==> src/rtl/spec_rob.sv <==
module spec_rob #(
  parameter int          DEPTH   = 8,
  parameter int          XW      = 32,
  parameter int          RW      = 5,
  parameter int          PW      = 32,
  parameter logic [31:0] HANDLER = 32'h0000_0100,
  localparam int         TW      = $clog2(DEPTH),
  localparam int         CW      = TW + 1
) (
  input  logic          clk,
  input  logic          rst_n,
  input  logic          alloc_req,
  input  logic [RW-1:0] alloc_dest,
  input  logic [PW-1:0] alloc_pc,
  input  logic [1:0]    alloc_kind,
  output logic          alloc_ok,
  output logic [TW-1:0] alloc_tag,
  input  logic          wb_valid,
  input  logic [TW-1:0] wb_tag,
  input  logic [XW-1:0] wb_data,
  input  logic [PW-1:0] wb_aux,
  input  logic          wb_exc,
  input  logic          wb_mispredict,
  input  logic [TW-1:0] lk_tag,
  output logic          lk_valid,
  output logic [XW-1:0] lk_data,
  output logic          rf_we,
  output logic [RW-1:0] rf_addr,
  output logic [XW-1:0] rf_data,
  output logic          st_we,
  output logic [PW-1:0] st_addr,
  output logic [XW-1:0] st_data,
  output logic          flush,
  output logic [PW-1:0] redirect_pc,
  output logic          exc_valid,
  output logic [PW-1:0] exc_pc
);
  localparam logic [1:0] K_REG = 2'b00, K_BR = 2'b01, K_ST = 2'b10;

  logic [DEPTH-1:0] valid, ready, exc, mis;
  logic [RW-1:0]    dest [DEPTH];
  logic [PW-1:0]    pc   [DEPTH];
  logic [1:0]       kind [DEPTH];
  logic [XW-1:0]    data [DEPTH];
  logic [PW-1:0]    aux  [DEPTH];
  logic [TW-1:0]    head, tail;
  logic [CW-1:0]    count;

  logic retire, alloc_go, wb_hit, lk_fwd;

  assign retire    = valid[head] & ready[head];
  assign flush     = retire & (exc[head] | (kind[head] == K_BR & mis[head]));
  assign exc_valid = retire & exc[head];
  assign exc_pc    = pc[head];
  assign redirect_pc = exc[head] ? HANDLER[PW-1:0] : aux[head];

  assign rf_we   = retire & ~flush & (kind[head] == K_REG);
  assign rf_addr = dest[head];
  assign rf_data = data[head];
  assign st_we   = retire & ~flush & (kind[head] == K_ST);
  assign st_addr = aux[head];
  assign st_data = data[head];

  assign alloc_ok  = (count < CW'(DEPTH)) & ~flush;
  assign alloc_tag = tail;
  assign alloc_go  = alloc_req & alloc_ok;
  assign wb_hit    = wb_valid & valid[wb_tag];

  assign lk_fwd   = wb_hit & (wb_tag == lk_tag);
  assign lk_valid = lk_fwd | (valid[lk_tag] & ready[lk_tag]);
  assign lk_data  = lk_fwd ? wb_data : data[lk_tag];

  always_ff @(posedge clk) begin
    if (!rst_n) begin
      valid <= '0;
      head  <= '0;
      tail  <= '0;
      count <= '0;
    end else if (flush) begin
      valid <= '0;
      tail  <= head;
      count <= '0;
    end else begin
      if (wb_hit) begin
        ready[wb_tag] <= 1'b1;
        data[wb_tag]  <= wb_data;
        aux[wb_tag]   <= wb_aux;
        exc[wb_tag]   <= wb_exc;
        mis[wb_tag]   <= wb_mispredict;
      end
      if (retire) begin
        valid[head] <= 1'b0;
        head        <= head + 1'b1;
      end
      if (alloc_go) begin
        valid[tail] <= 1'b1;
        ready[tail] <= 1'b0;
        exc[tail]   <= 1'b0;
        mis[tail]   <= 1'b0;
        dest[tail]  <= alloc_dest;
        pc[tail]    <= alloc_pc;
        kind[tail]  <= alloc_kind;
        tail        <= tail + 1'b1;
      end
      count <= count + CW'(alloc_go) - CW'(retire);
    end
  end
endmodule


==> config.mk <==
export PLATFORM = sky130hd
export DESIGN_NAME = spec_rob
export DESIGN_NICKNAME = d
export VERILOG_FILES = /design/src/rtl/spec_rob.sv
export SDC_FILE = /design/constraint.sdc
export NUM_CORES = 1
export LEC_CHECK = 0
export BUFFER_PORTS_ARGS = -buffer_cell sky130_fd_sc_hd__buf_2
export CORE_ASPECT_RATIO = 0.75
export CORE_MARGIN = 5
export CORE_UTILIZATION = 44
export CTS_CLUSTER_SIZE = 16
export DETAILED_ROUTE_END_ITERATION = 8
export PLACE_DENSITY_LB_ADDON = 0.25
export SLEW_MARGIN = 20
export SYNTH_ARGS = -nofsm -noshare
export SYNTH_HDL_FRONTEND = slang
export SYNTH_SLANG_ARGS = --single-unit
==> constraint.sdc <==
create_clock -name clk -period 12.3 [get_ports clk]
set_input_delay 1.845 -clock clk [delete_from_list [all_inputs] [get_ports clk]]
set_output_delay 1.845 -clock clk [all_outputs]
set_load 0.05 [all_outputs]
# --- Yosys cells after proc, flatten, opt, wreduce, memory -nomap -nowiden ---
# Memories as Yosys holds them, arrays and structs flattened. A register that Yosys moved wholly into a read port is not among the register bits.
# Cells that the tools add are included.
op_classes:
  n_addsub: 4
  order_cmp: 8
  n_eq_ne: 3
  mux: 60
  bitwise: 24
  n_reduce_logical: 8
op_table:
  columns: ["operator", "n"]
  rows:
  - ["2-to-1 mux 8 bit", 16]
  - ["2-to-1 mux 32 bit", 2]
  - ["2-to-1 mux 3 bit", 12]
  - ["bitwise AND 8 bit", 4]
  - ["binary-select mux 1 bit (select 3 bit)", 7]
  - ["2-to-1 mux 1 bit", 18]
  - ["bitwise mux 8 bit", 2]
  - ["less-than comparator 3 x 4 -> 1 bit (second input constant)", 4]
  - ["NOT 8 bit", 2]
  - ["bitwise OR 8 bit", 2]
  - ["bitwise AND 1 bit", 12]
  - ["demux 1 bit (select 3 bit)", 3]
  - ["greater-or-equal comparator 3 x 1 -> 1 bit (second input constant)", 3]
  - ["adder 3 x 1 -> 3 bit (second input constant)", 2]
  - ["adder 4 x 1 -> 4 bit", 1]
  - ["less-than comparator 4 bit (second input constant)", 1]
  - ["AND reduction 2 bit", 2]
  - ["subtractor 4 x 1 -> 4 bit", 1]
  - ["equality test 3 bit", 1]
  - ["logical AND 1 bit", 3]
  - ["equality test 2 x 1 -> 1 bit (second input constant)", 1]
  - ["equality test 2 bit (second input constant)", 1]
  - ["zero test 2 bit", 1]
  - ["NOT 1 bit", 2]
  - ["3 further kinds", 4]
word_totals:
  register_bits: 42
  ramBits: 824
  input_bits: 115
  output_inout_bits: 206
  memories: 5
memory_table:
  columns: ["memory", "depth", "width", "rd", "rd_clocked_by_memory_dff", "wr", "line", "rtl"]
  rows:
  - ["aux", 8, 32, 1, 1, 1, "45", "logic [PW-1:0] aux [DEPTH];"]
  - ["data", 8, 32, 2, 1, 1, "44", "logic [XW-1:0] data [DEPTH];"]
  - ["pc", 8, 32, 1, 1, 1, "42", "logic [PW-1:0] pc [DEPTH];"]
  - ["dest", 8, 5, 1, 1, 1, "41", "logic [RW-1:0] dest [DEPTH];"]
  - ["kind", 8, 2, 1, 1, 1, "43", "logic [1:0] kind [DEPTH];"]

# --- Longest topological paths before layout ---
# Gate-level depths: netlist (run 1).
logic_depth:
  depth_word: 12
  mapped_depth: 16
  ltp_nobuf: 13

# --- Worst setup path after synthesis (run 1) ---
# OpenSTA, ideal clock, no wires.
synth_timing:
  path_kind: "input -> output"
  start: "in wb_tag[1]"
  end: "out lk_data[23]"
  t_arrival_ns: 4.265
  t_required_ns: 10.455
  setup_slack_ns: 6.190
  path_stages: 7
  cell_sequence: "buf_2 mux4_2 nor3b_1 a31oi_1 nor2_1 clkbuf_1 o21ai_0"
synth_via:
  elab_chain_cells: 5
  word_cells_on_any_way: 6
  classes_between: "eq/ne (1); mux (3); bitwise (2)"
synth_lines:
  columns: ["item", "line", "rtl"]
  rows:
  - ["start: declaration", "19", "input logic [TW-1:0] wb_tag,"]
  - ["binary-select mux 1 bit (select 3 bit)", "67", "assign wb_hit = wb_valid & valid[wb_tag];"]
  - ["2-to-1 mux 1 bit (not written as such)", "67", null]
  - ["bitwise AND 1 bit", "67", null]
  - ["bitwise AND 1 bit *", "69", "assign lk_fwd = wb_hit & (wb_tag == lk_tag);"]
  - ["2-to-1 mux 32 bit *", "71", "assign lk_data = lk_fwd ? wb_data : data[lk_tag];"]
  - ["end: declaration", "26", "output logic [XW-1:0] lk_data,"]
# Every way passes the cells marked *; elsewhere a longest branch is shown, timed or not. The select of a mux whose other input is x is not followed.

# --- Worst setup path after layout (run 1) ---
layout_timing:
  start: "in lk_tag[0]"
  end: "out lk_data[28]"
layout_via:
  elab_chain_cells: 3
  word_cells_on_any_way: 4
  classes_between: "eq/ne (1); mux (1); bitwise (1); memory (1)"
layout_lines:
  columns: ["item", "line", "rtl"]
  rows:
  - ["start: declaration", "24", "input logic [TW-1:0] lk_tag,"]
  - ["branches (longest 2 deep; another with memory (8 x 32 bit))", null, null]
  - ["2-to-1 mux 32 bit *", "71", null]
# Mark *: on every way between the ends.

==> results of run 1 <==
## worst max-delay path by stage
stage | end | slack, ns | cells past startpoint
5_1_grt | lk_data[7] | 5.41 | 8
2_1_floorplan | lk_data[23] | 6.19 | 7
3_5_place_dp | lk_data[28] | 5.74 | 8
3_3_place_gp | lk_data[3] | 5.90 | 8
4_1_cts | lk_data[28] | 5.74 | 8
6_report | lk_data[28] | 5.82 | 8
## area by class of cell
class	count	area (µm²)
sequential	869	25900
timing repair buffer	350	1850
clock buffer	104	2240
fill	6441	40200
tap	1069	1340
clock inverter	58	666
antenna	7	17.5
multi-input combinational	712	9620
inverter	11	41.3
## worst max-delay path, delay by kind of cell
| family | cells | cell delay, ns |
|---|---|---|
| compound gates | 2 | 0.44 |
| buf+inv | 4 | 1.95 |
| simple gates | 2 | 0.27 |
## state kept, by name, indices dropped and copies added, names as in the netlist, 16 cells and up, named ones only
register and count:
aux 256, data 256, pc 256, dest 40, kind 16
## cell usage after synthesis (2+ instances only)
library cell	number	area, µm²
sky130_fd_sc_hd__a21oi_1	36	180
sky130_fd_sc_hd__a221oi_1	2	17.5
sky130_fd_sc_hd__a31oi_1	5	31.3
sky130_fd_sc_hd__and2_1	31	194
sky130_fd_sc_hd__and3_1	9	56.3
sky130_fd_sc_hd__buf_1	18	67.6
sky130_fd_sc_hd__buf_2	28	140
sky130_fd_sc_hd__buf_4	35	263
sky130_fd_sc_hd__buf_6	2	22.5
sky130_fd_sc_hd__clkbuf_1	52	195
sky130_fd_sc_hd__dfxtp_1	21	420
sky130_fd_sc_hd__edfxtp_1	848	25500
sky130_fd_sc_hd__ha_1	6	75.1
sky130_fd_sc_hd__inv_1	10	37.5
sky130_fd_sc_hd__mux2_2	103	1160
sky130_fd_sc_hd__mux2i_1	58	581
sky130_fd_sc_hd__mux4_2	276	6220
sky130_fd_sc_hd__nand2_1	51	191
sky130_fd_sc_hd__nand2b_1	2	12.5
sky130_fd_sc_hd__nand3_1	10	50.1
sky130_fd_sc_hd__nand3b_1	3	22.5
sky130_fd_sc_hd__nand4_1	7	43.8
sky130_fd_sc_hd__nor2_1	33	124
sky130_fd_sc_hd__nor2b_1	9	56.3
sky130_fd_sc_hd__nor3_1	6	30.0
sky130_fd_sc_hd__nor3b_1	5	37.5
sky130_fd_sc_hd__o211ai_1	2	15.0
sky130_fd_sc_hd__o21ai_0	35	175
sky130_fd_sc_hd__xnor2_1	4	35.0
sky130_fd_sc_hd__xor2_1	3	26.3
## per-stage QoR
stage / util / setup WS (ns) / cell area, µm² / std cells
CTS: 0.509 / 5.74 / 41700 / 3173
floorplan: - / 6.19 / 36100 / 1727
global placement: 0.473 / 5.90 / 38700 / 3010
finish: 0.509 / 5.82 / 41700 / 3180
detailed placement: 0.473 / 5.74 / 38700 / 3011
global route: 0.509 / 5.41 / 41700 / 3175
## power by group through the flow
stage | sequential, mW | clock (mW) | combinational (mW)
after floorplan | 3.41 | 0 | 0.589
after CTS | 3.34 | 2.74 | 0.809
after global placement | 3.40 | 0 | 0.793
after global routing | 3.35 | 2.88 | 0.849
after detailed placement | 3.41 | 0 | 0.806
final | 3.34 | 2.68 | 0.796
## cell families after synthesis
kind of cell             after synthesis
multiplexers                         437
flip-flops                           869
adder cells (fa/ha/maj)                7
XOR/XNOR                               7
AO/OA/AOI/OAI                         92
AND/OR/NAND/NOR                      169
buffers and inverters                146
## routing by layer
layer / part of all wire / track usage
met3: 0.064 / 0.0375
met4: 0.018 / 0.0457
met5: 0.00068 / 0
met1: 0.42 / 0.252
met2: 0.50 / 0.306
==> impl_metrics.env, run 1 <==
export IMPL_wire_per_inst_um=25.5
export IMPL_critPathKind="input pin to primary output"
export IMPL_crit_required_ns=10.45
export IMPL_cts_setup_buffers=0
export IMPL_grt_setup_unrepaired="false"
export IMPL_initial_core_util=0.441
export IMPL_post_synth_xor_area_fraction=0.00170
export IMPL_worst_path_most_repeated_cell="sky130_fd_sc_hd__buf_4"
export IMPL_fin_worst_skew_ns=0.0185
export IMPL_synth_area_um2=36100
export IMPL_grt_remaining_overflow=0
export IMPL_p_per_area_nw_per_um2=164
export IMPL_power_share_combinational=0.117
export IMPL_outcome="finished, final reports clean"
export IMPL_synthDistinctLibCells=47
export IMPL_synth_top_family_by_area="multiplexers"
export IMPL_grt_util_all_layers=0.184
export IMPL_gp_routability_congestion=0.785
export IMPL_coreArea_um2=81900
export IMPL_r2r_setup_slack_ns=7.19
export IMPL_finalSetupViolCount=0
export IMPL_cts_clk_slew_worst_paths_ns=0.06
export IMPL_nNetsFinal=2153
export IMPL_post_cts_hold_buffer_count=0
export IMPL_layout_worst_path_cycle_share=0.527
export IMPL_design_portCount=321
export IMPL_drt_pre_antenna_iters=5
export IMPL_grt_first_pass_wirelength_um=122000
export IMPL_grt_start_max_net_pins=159
export IMPL_layout_drive_gt1_share=0.426
export IMPL_hold_path_class="register to register"
export IMPL_tritoncts="done"
export IMPL_cap_violations=0
export IMPL_synthSimpleGateAreaFrac=0.0234
export IMPL_asr_flop_ratio_synth=0
export IMPL_ant_nets=0
export IMPL_whs_endpoint="valid[1]$_SDFF_PN0_"
export IMPL_maxSlewHeadroom=0.241
export IMPL_report_final_hold_viol_count=0
export IMPL_insertion_delay_ns=0.65
export IMPL_synth_area_mux_share=0.220
export IMPL_vias_per_cell=5.68
export IMPL_synth_flop_type="sky130_fd_sc_hd__edfxtp_1"
export IMPL_final_period_minus_worst_setup_slack_ns=6.48
export IMPL_synth_edff_count=848
export IMPL_leakagePower_nw=13.5
export IMPL_worstSetupEndpointType="primary output"
export IMPL_fp_dieW_um=341
export IMPL_synth_net_count=1849
export IMPL_finalMaxSlewViolations=0
export IMPL_critPathLaunch="lk_tag[0]"
export IMPL_synth_seq_cells=869
export IMPL_clock_power_share=0.393
export IMPL_cell_row_count=91
export IMPL_ys_warnings_count=0
export IMPL_tns_ns=0
export IMPL_critical_path_slowest_cell="sky130_fd_sc_hd__buf_4"
export IMPL_drt_iter0_drc=1282
export IMPL_synthesis_instances=1727
export IMPL_cts_sink_count=869
export IMPL_tritoncts_num_buffers=87
export IMPL_place_hpwl_um=45900
export IMPL_timing_critical_path_cells="buf_4 -> buf_4 -> a31oi_1 -> nor2_4 -> buf_4 -> nand2_1 -> o21ai_0 -> buf_2"
export IMPL_compound_gate_fraction_of_synth_area=0.0154
export IMPL_grt_pass1_vias=19062
export IMPL_hold_path_depth=2
export IMPL_timing_rr_end="aux[5][29]$_DFFE_PP_"
export IMPL_post_layout_total_power_mw=6.82
export IMPL_crit_arrival_ns=4.63
export IMPL_transition_time_of_the_tightest_slew_check_pin_ns=1.14
export IMPL_startpoint_type="input pin"
export IMPL_detail_route_drc_violations=0
export IMPL_synthToLayoutAreaGrowth_pct=15.3
export IMPL_routed_via_count=18072
export IMPL_synth_avg_cell_area_um2=20.9
export IMPL_dieArea_um2=88000
export IMPL_switching_share=0.251
export IMPL_share_seq_of_total_power=0.490
export IMPL_total_switching_power_mw=1.71
export IMPL_adder_cell_share_of_the_synthesized_area=0.00263
export IMPL_ctsRootBufferMaster="sky130_fd_sc_hd__clkbuf_16"
export IMPL_route_final_wire_length_um=81100
export IMPL_cts_resized=0
export IMPL_die_height_um=258
export IMPL_irDropWorstVdd_mv=0.0978
export IMPL_critical_path_max_stage_delay_ns=0.80
export IMPL_fin_hold_ws_ns=0.577
export IMPL_ctsLongestPathBuffers=3
export IMPL_most_common_cell_after_layout_fill_and_taps_aside="sky130_fd_sc_hd__edfxtp_1"
export IMPL_place_port_buffers=320
export IMPL_hold_path_startpoint="valid[1]$_SDFF_PN0_"
export IMPL_seq_area_frac_synth=0.716
export IMPL_leading_cell_types_in_the_layout_fill_and_taps_excluded="sky130_fd_sc_hd__edfxtp_1, sky130_fd_sc_hd__buf_2, sky130_fd_sc_hd__mux4_2"
export IMPL_cts_max_level=3
export IMPL_crit_fanout=64
export IMPL_antenna_found_initial=12
export IMPL_max_fclk_ghz=0.154
export IMPL_r2r_worst_path_cells=8
export IMPL_intPower_mw=5.11
Power figures use the tool's default switching activity.
==> run 2, diff against run 1 <==
Settings changed: ABC_AREA from default to 1.
Clock period 12.3 ns to 5.7 ns, I/O delays scaled along.
==> impl_metrics.env, run 2 <==
export IMPL_outcome="finished, final reports clean"
export IMPL_tritoncts_num_buffers=87
export IMPL_final_period_minus_worst_setup_slack_ns=4.68
export IMPL_crit_arrival_ns=3.83
export IMPL_die_height_um=262
export IMPL_ctsLongestPathBuffers=3
export IMPL_fp_dieW_um=346
export IMPL_grt_remaining_overflow=0
export IMPL_critical_path_slowest_cell="sky130_fd_sc_hd__dfxtp_1"
export IMPL_cts_sink_count=869
export IMPL_final_cell_area_um2=42700
export IMPL_sequential_cell_area_um2=25900
export IMPL_fin_worst_skew_ns=0.0233
export IMPL_synth_common_cells="sky130_fd_sc_hd__edfxtp_1, sky130_fd_sc_hd__nor2_1, sky130_fd_sc_hd__o21ai_0"
export IMPL_post_dp_cell_area_um2=39800
export IMPL_layout_drive_gt1_share=0.152
export IMPL_coreArea_um2=84000
export IMPL_cts_max_level=3
export IMPL_leading_cell_types_in_the_layout_fill_and_taps_excluded="sky130_fd_sc_hd__edfxtp_1, sky130_fd_sc_hd__nor2_1, sky130_fd_sc_hd__o21ai_0"
export IMPL_grt_setup_unrepaired="false"
export IMPL_routed_via_count=26614
export IMPL_hold_path_depth=1
export IMPL_ctsRootBufferMaster="sky130_fd_sc_hd__clkbuf_16"
export IMPL_irDropWorstVdd_mv=0.272
export IMPL_gp_routability_congestion=0.867
export IMPL_synth_top_cells_by_area="sky130_fd_sc_hd__edfxtp_1, sky130_fd_sc_hd__o21ai_0, sky130_fd_sc_hd__nor2_1, sky130_fd_sc_hd__nand2_1, sky130_fd_sc_hd__o22ai_1"
export IMPL_grt_first_pass_wirelength_um=156000
export IMPL_synthToLayoutAreaGrowth_pct=14.3
export IMPL_finalMaxSlewViolations=0
export IMPL_cell_row_count=92
export IMPL_seq_area_frac_synth=0.694
export IMPL_synth_most_common_cell="sky130_fd_sc_hd__edfxtp_1"
export IMPL_synth_area_um2=37300
export IMPL_detail_route_drc_violations=0
export IMPL_report_final_hold_viol_count=0
export IMPL_antenna_cells=0
export IMPL_cts_setup_buffers=0
export IMPL_post_cts_hold_buffer_count=0
export IMPL_yosysTopAreaCell="sky130_fd_sc_hd__edfxtp_1"
export IMPL_pre_cts_ws_ns=1.39
export IMPL_route_final_wire_length_um=103000
export IMPL_synth_seq_cells=869
export IMPL_layout_worst_path_cycle_share=0.821
export IMPL_cap_violations=0
export IMPL_grt_pass1_vias=24963
export IMPL_area_of_the_multi_input_gates_um2=9980
export IMPL_finalWorstSetupSlack_ns=1.02
export IMPL_grt_start_max_net_pins=237
export IMPL_cts_resized=0
export IMPL_antenna_found_initial=5
export IMPL_insertion_delay_ns=0.65
export IMPL_grt_util_all_layers=0.218
export IMPL_drt_pre_antenna_iters=6
export IMPL_asr_flop_ratio_synth=0
export IMPL_synth_largest_type_area_fraction=0.682
export IMPL_critical_path_max_stage_delay_ns=0.87
export IMPL_most_common_cell_after_layout_fill_and_taps_aside="sky130_fd_sc_hd__edfxtp_1"
export IMPL_wire_per_inst_um=21.8
export IMPL_ant_nets=0
export IMPL_place_port_buffers=320
export IMPL_ys_warnings_count=0
export IMPL_dieArea_um2=90800
export IMPL_leakagePower_nw=15.1
export IMPL_largestRegisters="aux x256, data x256, pc x256"
export IMPL_crit_required_ns=4.85
export IMPL_vias_per_cell=5.64
export IMPL_synthesis_instances=3335
export IMPL_max_fclk_ghz=0.214
export IMPL_startpoint_type="register"
export IMPL_finalSetupViolCount=0
export IMPL_r2r_worst_path_cells=11
export IMPL_fillerInstances=7367
export IMPL_critPathKind="register to primary output"
export IMPL_synth_avg_cell_area_um2=11.2
export IMPL_initial_core_util=0.444
export IMPL_p_per_area_nw_per_um2=378
export IMPL_synth_edff_count=848
export IMPL_place_hpwl_um=58800
export IMPL_timing_critical_path_cells="inv_2 -> nand3_1 -> o21ai_0 -> nor2_1 -> nand2_2 -> clkinv_2 -> nand2_4 -> nor2_2 -> nand2_1 -> a21oi_1 -> buf_2"
export IMPL_crit_fanout=32
export IMPL_synthDistinctLibCells=38
export IMPL_fin_hold_ws_ns=0.484
export IMPL_transition_time_of_the_tightest_slew_check_pin_ns=1.10
export IMPL_design_portCount=321
export IMPL_drt_iter0_drc=2672
export IMPL_hold_path_class="input pin to register"
export IMPL_tns_ns=0
export IMPL_synth_net_count=3457
export IMPL_worstSetupEndpointType="primary output"
export IMPL_nNetsFinal=3646
export IMPL_synth_flop_type="sky130_fd_sc_hd__edfxtp_1"
export IMPL_cts_clk_slew_worst_paths_ns=0.06
export IMPL_maxSlewHeadroom=0.263
export IMPL_tritoncts="done"
==> run 2: cell count changes after synthesis, sizes merged, moves of 103 or more <==
| cell | change |
|---|---|
| nand2 | +230 |
| mux4 | -276 |
| mux2 | -103 |
| clkbuf | +113 |
| nor2 | +705 |
| o21ai | +556 |
| o22ai | +165 |
==> run 2: stage by stage <==
step / instances / utilization / total power, mW
final: 4720 / 0.508 / 16.1
after global routing: 4720 / 0.508 / 16.7
after CTS: 4720 / 0.508 / 16.2
after detailed placement: 4563 / 0.474 / 10.5
after global placement: 4563 / 0.474 / 10.4
after floorplan: 3335 / - / 9.63
==> run 2: cell families after synthesis <==
family          synth area share
compound gates             0.145
fa+ha+maj                0.00255
xor+xnor                 0.00164
buf+inv                   0.0422
simple gates               0.115
flops                      0.694
==> run 2: worst paths after layout <==
path | to | slack (ns) | start
worst max-delay path | st_we | 1.02 | head[0]$_SDFFE_PN0P_
worst min-delay path | pc[1][10]$_DFFE_PP_ | 0.48 | alloc_pc[10]
worst max register to register | data[6][5]$_DFFE_PP_ | 1.38 | head[0]$_SDFFE_PN0P_
worst min register to register | valid[4]$_SDFF_PN0_ | 0.52 | valid[4]$_SDFF_PN0_
==> run 2: cell type report <==
class	count	share of cell area
multi-input cells	2099	0.234
well taps	1128	0.0331
clock buffers	102	0.0533
repair buffers	367	0.0494
clock inverters	55	0.0140
inverters	100	0.00930
flip-flops and latches	869	0.607
==> run 2: critical path: cells and delay by family, from the launching register on <==
family | cells | cell delay, ns
AND/OR/NAND/NOR | 6 | 1.08
AO/OA/AOI/OAI | 2 | 0.31
buffers and inverters | 3 | 0.91
flip-flops | 1 | 0.87
==> run 2: report_power, final <==
| group | switching, mW | internal (mW) | total (mW) |
|---|---|---|---|
| Combinational | 2.39 | 0.686 | 3.08 |
| Clock | 2.42 | 3.37 | 5.79 |
| Sequential | 0.101 | 7.15 | 7.25 |
==> run 2: metal layers <==
metal  wire, µm  GRT usage  part of all wire  vias to the layer above
li1           -          -                 -                    12364
met1      47300      0.329              0.46                    12984
met2      45600      0.329              0.44                     1107
met3       7890     0.0349             0.077                      155
met4       2150     0.0590             0.021                        4
met5         21          0           0.00020                        -
